===== src/rtl/sbus_pkg.sv =====
package sbus_pkg;
  typedef enum logic [1:0] {
    ST_IDLE = 2'd0,
    ST_LDA  = 2'd1,
    ST_LDB  = 2'd2,
    ST_WB   = 2'd3
  } seq_state_t;
endpackage


===== src/rtl/sbus_ctrl.sv =====
module sbus_ctrl #(
  parameter int IDX_W = 2
) (
  input  logic             clk,
  input  logic             rst,
  input  logic             start,
  input  logic [IDX_W-1:0] dst_in,
  input  logic [IDX_W-1:0] sa_in,
  input  logic [IDX_W-1:0] sb_in,
  output logic             ld_b1,
  output logic             ld_b2,
  output logic             wr_reg,
  output logic [IDX_W-1:0] rd_sel,
  output logic [IDX_W-1:0] wr_sel,
  output logic             busy,
  output logic             done
);
  import sbus_pkg::*;

  seq_state_t state, nxt;
  logic [IDX_W-1:0] dst_q, sa_q, sb_q;

  always_comb begin
    nxt = state;
    unique case (state)
      ST_IDLE: if (start) nxt = ST_LDA;
      ST_LDA:  nxt = ST_LDB;
      ST_LDB:  nxt = ST_WB;
      ST_WB:   nxt = ST_IDLE;
      default: nxt = ST_IDLE;
    endcase
  end

  always_ff @(posedge clk) begin
    if (rst) begin
      state <= ST_IDLE;
      busy  <= 1'b0;
      done  <= 1'b0;
      dst_q <= '0;
      sa_q  <= '0;
      sb_q  <= '0;
    end else begin
      state <= nxt;
      busy  <= (nxt != ST_IDLE);
      done  <= (state == ST_WB);
      if (state == ST_IDLE && start) begin
        dst_q <= dst_in;
        sa_q  <= sa_in;
        sb_q  <= sb_in;
      end
    end
  end

  assign ld_b1  = (state == ST_LDA);
  assign ld_b2  = (state == ST_LDB);
  assign wr_reg = (state == ST_WB);
  assign rd_sel = ld_b1 ? sa_q : sb_q;
  assign wr_sel = dst_q;
endmodule


===== src/rtl/sbus_regfile.sv =====
module sbus_regfile #(
  parameter int DATA_W = 8,
  parameter int NREG   = 4,
  localparam int IDX_W = $clog2(NREG)
) (
  input  logic                   clk,
  input  logic                   rst,
  input  logic                   we,
  input  logic [IDX_W-1:0]       wsel,
  input  logic [DATA_W-1:0]      wdata,
  input  logic [IDX_W-1:0]       rsel,
  output logic [DATA_W-1:0]      rdata,
  output logic [NREG*DATA_W-1:0] flat
);
  logic [DATA_W-1:0] gpr [NREG];

  for (genvar k = 0; k < NREG; k++) begin : g_reg
    always_ff @(posedge clk) begin
      if (rst)
        gpr[k] <= DATA_W'(k + 1);
      else if (we && wsel == IDX_W'(k))
        gpr[k] <= wdata;
    end
    assign flat[k*DATA_W +: DATA_W] = gpr[k];
  end

  assign rdata = gpr[rsel];
endmodule


===== src/rtl/sbus_alu.sv =====
module sbus_alu #(
  parameter int DATA_W = 8
) (
  input  logic              clk,
  input  logic              rst,
  input  logic              ld_b1,
  input  logic              ld_b2,
  input  logic [DATA_W-1:0] bus_in,
  output logic [DATA_W-1:0] sum
);
  logic [DATA_W-1:0] buf1, buf2;

  always_ff @(posedge clk) begin
    if (rst) begin
      buf1 <= '0;
      buf2 <= '0;
    end else begin
      if (ld_b1) buf1 <= bus_in;
      if (ld_b2) buf2 <= bus_in;
    end
  end

  assign sum = buf1 + buf2;
endmodule


===== src/rtl/sbus_add_seq.sv =====
module sbus_add_seq #(
  parameter int DATA_W = 8,
  parameter int NREG   = 4,
  localparam int IDX_W = $clog2(NREG)
) (
  input  logic                   clk,
  input  logic                   rst,
  input  logic                   start,
  input  logic [IDX_W-1:0]       dst_idx,
  input  logic [IDX_W-1:0]       src_a_idx,
  input  logic [IDX_W-1:0]       src_b_idx,
  output logic                   busy,
  output logic                   done,
  output logic [NREG*DATA_W-1:0] regs_obs
);
  logic              ld_b1, ld_b2, wr_reg;
  logic [IDX_W-1:0]  rd_sel, wr_sel;
  logic [DATA_W-1:0] rf_rdata, alu_sum, bus_data;

  sbus_ctrl #(.IDX_W(IDX_W)) u_ctrl (
    .clk(clk), .rst(rst), .start(start),
    .dst_in(dst_idx), .sa_in(src_a_idx), .sb_in(src_b_idx),
    .ld_b1(ld_b1), .ld_b2(ld_b2), .wr_reg(wr_reg),
    .rd_sel(rd_sel), .wr_sel(wr_sel), .busy(busy), .done(done)
  );

  // single shared bus: the ALU result drives it during write-back, a register otherwise
  assign bus_data = wr_reg ? alu_sum : rf_rdata;

  sbus_regfile #(.DATA_W(DATA_W), .NREG(NREG)) u_rf (
    .clk(clk), .rst(rst), .we(wr_reg), .wsel(wr_sel), .wdata(bus_data),
    .rsel(rd_sel), .rdata(rf_rdata), .flat(regs_obs)
  );

  sbus_alu #(.DATA_W(DATA_W)) u_alu (
    .clk(clk), .rst(rst), .ld_b1(ld_b1), .ld_b2(ld_b2),
    .bus_in(bus_data), .sum(alu_sum)
  );
endmodule


===== config.mk =====
export PLATFORM = sky130hd
export DESIGN_NAME = sbus_add_seq
export DESIGN_NICKNAME = d
export VERILOG_FILES = /design/src/rtl/sbus_pkg.sv /design/src/rtl/sbus_ctrl.sv /design/src/rtl/sbus_regfile.sv /design/src/rtl/sbus_alu.sv /design/src/rtl/sbus_add_seq.sv
export SDC_FILE = /design/constraint.sdc
export NUM_CORES = 1
export LEC_CHECK = 0
export BUFFER_PORTS_ARGS = -buffer_cell sky130_fd_sc_hd__clkbuf_2
export CELL_PAD_IN_SITES_DETAIL_PLACEMENT = 2
export CELL_PAD_IN_SITES_GLOBAL_PLACEMENT = 2
export CORE_ASPECT_RATIO = 0.6
export CORE_MARGIN = 5
export CORE_UTILIZATION = 41
export DETAILED_ROUTE_END_ITERATION = 12
export PLACE_DENSITY_LB_ADDON = 0.1
export SLEW_MARGIN = 0
export SYNTH_ARGS = -nofsm -noshare
export SYNTH_HDL_FRONTEND = slang
export SYNTH_HIERARCHICAL = 1
export SYNTH_SLANG_ARGS = --single-unit

===== constraint.sdc =====
create_clock -name clk -period 5.15 [get_ports clk]
set_clock_uncertainty 0.1 [all_clocks]
set_input_delay 1.545 -clock clk [delete_from_list [all_inputs] [get_ports clk]]
set_output_delay 1.545 -clock clk [all_outputs]
set_load 0.02 [all_outputs]

==> results.py <==
metrics = {
    "outcome": {
        "result_of_the_run": "finished, final reports clean",
    },
    "clocking": {
        "tritoncts_num_sinks": 58,
        "clk_pin_slew_worst_paths_ps": 50,
        "cts_buffers": 9,
        "cts-resized-gates": 0,
        "clock_insertion_delay_worst_skew_ps": 330,
        "cts.htree.levels": 3,
        "hold_buffers": 0,
        "clock_tree_root": "clkbuf_16",
        "tritoncts_clock_tree": "yes",
        "post-cts-setup-buffers": 0,
        "clock_tree.buffer_depth": 2,
    },
    "synthesis": {
        "synth.ff_latch_count": 58,
        "postSynthNetCount": 271,
        "synth_cell_types": 45,
        "ys_dominant_reg_cell": "edfxtp_1",
        "synth-edff-count": 32,
        "synth_async_sr_flop_share_pct": 0,
        "synth.largest_area_cell": "edfxtp_1",
        "ys.warnings.count": 6,
        "yosysMostFrequentCell": "nor2_1",
        "post_synth_inst_count": 250,
        "synth_largest_type_area_fraction_pct": 32.2,
        "synth.avg_cell_area_um2": 11.9,
        "synth.cell_area_um2": 2980,
        "synthTopCellsByCount": "nor2_1, edfxtp_1, dfxtp_1",
        "synthTopCellsByArea": "edfxtp_1, dfxtp_1, nor2_1",
        "seq_area_frac_synth_pct": 49.7,
    },
    "floorplanning": {
        "die_h_um": 76.0,
        "floorplan.core_area_um2": 7180,
        "row_count": 24,
        "initial_utilization_pct": 41.5,
        "io_pins": 43,
        "die_w_um": 120,
        "total_die_area_um2": 9130,
    },
    "sta": {
        "finalCriticalPeriod_ps": 3060,
        "worst_pin_slew_ps": 1050,
        "final_count_of_pins_violating_max_slew": 0,
        "fmaxAchievable_mhz": 327,
        "final.setup.tns_ps": 0,
        "final-setup-viol-count": 0,
        "finalHoldViolations": 0,
        "rsz0062_at_grt": "false",
        "final.period_utilization_pct": 59.4,
        "worst_slew_margin_rel_pct": 29.9,
    },
    "placed_design": {
        "post-dp-hpwl_um": 6280,
        "gpl.final_weighted_congestion": 0.716,
        "placedCellCount": 368,
        "numPortBuffers": 42,
    },
    "power_and_ir_drop": {
        "power.leakage_nw": 1.36,
        "ir_drop_v": 0.000216,
        "power.density_cell_area_nw_per_um2": 508,
    },
    "grt": {
        "grt-busiest-layer": "met2",
        "groute.layer.met3.usage_pct": 6.60,
        "grt_pass1_wl_um": 13600,
        "pin_count_of_the_biggest_net_entering_global_routing": 39,
        "grt_use_total_pct": 20.0,
        "grtUsageMet2_pct": 30.6,
        "grt_antenna_before_repair": 0,
        "first_global_vias": 2272,
        "met1_usage_pct": 27.7,
        "globalRoute.totalOverflow": 0,
    },
    "setup_path": {
        "critical_path_class": "reg2reg",
        "crit_path_max_fanout": 10,
        "setup.worst_path.start_class": "flip-flop",
        "worstReg2RegEnd": "u_rf/gpr[2][1]",
        "critical_path.reg2reg.startpoint": "u_ctrl/state[0]",
        "required_ps": 5110,
        "rr_worst_depth": 5,
        "worst-endpoint-arrival_ps": 3030,
        "setup_slack_of_the_most_critical_reg_to_reg_path_ps": 2090,
        "setup.worst_path.end_class": "flip-flop",
    },
    "drt": {
        "postRouteWirelength_um": 8580,
        "post-route-drc-count": 0,
        "drt_first_iter_violations": 115,
        "routed_wirelength_normalized_by_instance_count_um": 22.3,
        "postRouteAntennaNets": 0,
        "vias": 2133,
        "detailedRoute.firstPassIterationCount": 4,
        "per_cell_via_count_in_the_routed_design": 5.55,
    },
    "finish": {
        "finish.cell_count_without_fillers": 384,
        "antenna_cells_inserted": 0,
        "layout-drive-gt1-share_pct": 27.6,
        "nNetsFinal": 309,
        "flow.area_growth_from_synthesis_pct": 16.0,
    },
    "hold_path": {
        "worstHoldEndpoint": "u_alu/buf2[6]",
        "worstHoldPathType": "reg2reg",
        "worst_hold_startpoint": "u_alu/buf2[6]",
        "min_path_cells": 2,
    },
    "flow_run": {
        "cap_viol_max_count": 0,
    },
}
==> power breakdown <==
group | internal, mW | switching, mW | leakage, nW
clock | 0.336 | 0.198 | 0.133
combinational | 0.253 | 0.363 | 0.705
sequential | 0.559 | 0.0494 | 0.525
==> cell usage in the layout (no fill, tap or decap), types with 5 or more instances in the layout <==
cell type / instances
a21oi_1: 11
edfxtp_1: 32
mux2_4: 8
nor2_1: 44
ha_1: 11
dfxtp_1: 26
mux4_2: 6
clkbuf_16: 9
mux2i_1: 16
inv_1: 11
nor3_1: 5
nand3b_1: 6
clkbuf_2: 42
a21bo_2: 6
nand3_1: 8
==> final cells by class <==
cell class | count | area [µm²]
Clock buffer | 13 | 250
Clock inverter | 3 | 15.0
Fill cell | 718 | 3720
Inverter | 11 | 41.3
Multi-Input combinational cell | 166 | 1340
Sequential cell | 58 | 1480
Tap cell | 91 | 114
Timing Repair Buffer | 42 | 210
==> sequential cells by signal, indices dropped and copies added (netlist names) <==
signal / flops
u_ctrl/state: 2
u_alu/buf1: 8
u_rf/gpr: 32
u_ctrl/busy: 1
u_ctrl/sa_q: 2
u_alu/buf2: 8
u_ctrl/done: 1
u_ctrl/sb_q: 2
u_ctrl/wr_sel: 2
==> cells by family after synthesis <==
family,after synthesis,synth area share [%]
xor+xnor,4,1.18
buf+inv,26,5.21
simple gates,80,13.2
fa+ha+maj,12,5.29
compound gates,36,8.94
mux,34,16.5
flops,58,49.7
==> critical path: stages, from the launching register on <==
cell and delay, ps:
dfxtp_1 390, ha_1 560, mux2_2 490, mux4_2 560, mux2_4 310, or3_1 370
==> through the flow <==
| stage | setup WS [ps] | hold WS, ps | util (%) | total power, mW | cell area [µm²] |
|---|---|---|---|---|---|
| 6_report | 2090 | 409 | 48.2 | 1.76 | 3460 |
| 4_1_cts | 2070 | 403 | 48.2 | 1.78 | 3460 |
| 2_1_floorplan | 2640 | 365 | - | 1.11 | 2980 |
| 5_1_grt | 1950 | 459 | 48.2 | 1.86 | 3460 |
| 3_5_place_dp | 2000 | 392 | 44.5 | 1.23 | 3190 |
| 3_3_place_gp | 2050 | 383 | 44.5 | 1.20 | 3190 |
==> routing by layer <==
metal	up-vias	part of all wire, %
met5	-	0
met4	0	0.94
met3	6	4.1
met2	45	46
met1	1097	49
li1	985	-
==> worst max path at each step <==
stage / start / end / cells after the start
CTS: u_ctrl/state[0] / u_rf/gpr[2][1] / 5
global placement: rst / u_rf/gpr[3][3] / 2
finish: u_ctrl/state[0] / u_rf/gpr[2][1] / 5
detailed placement: rst / u_rf/gpr[3][6] / 2
global route: u_ctrl/state[0] / u_rf/gpr[2][1] / 5
floorplan: rst / u_rf/gpr[2][0] / 2
No activity file was read; power rests on OpenSTA's default activity.
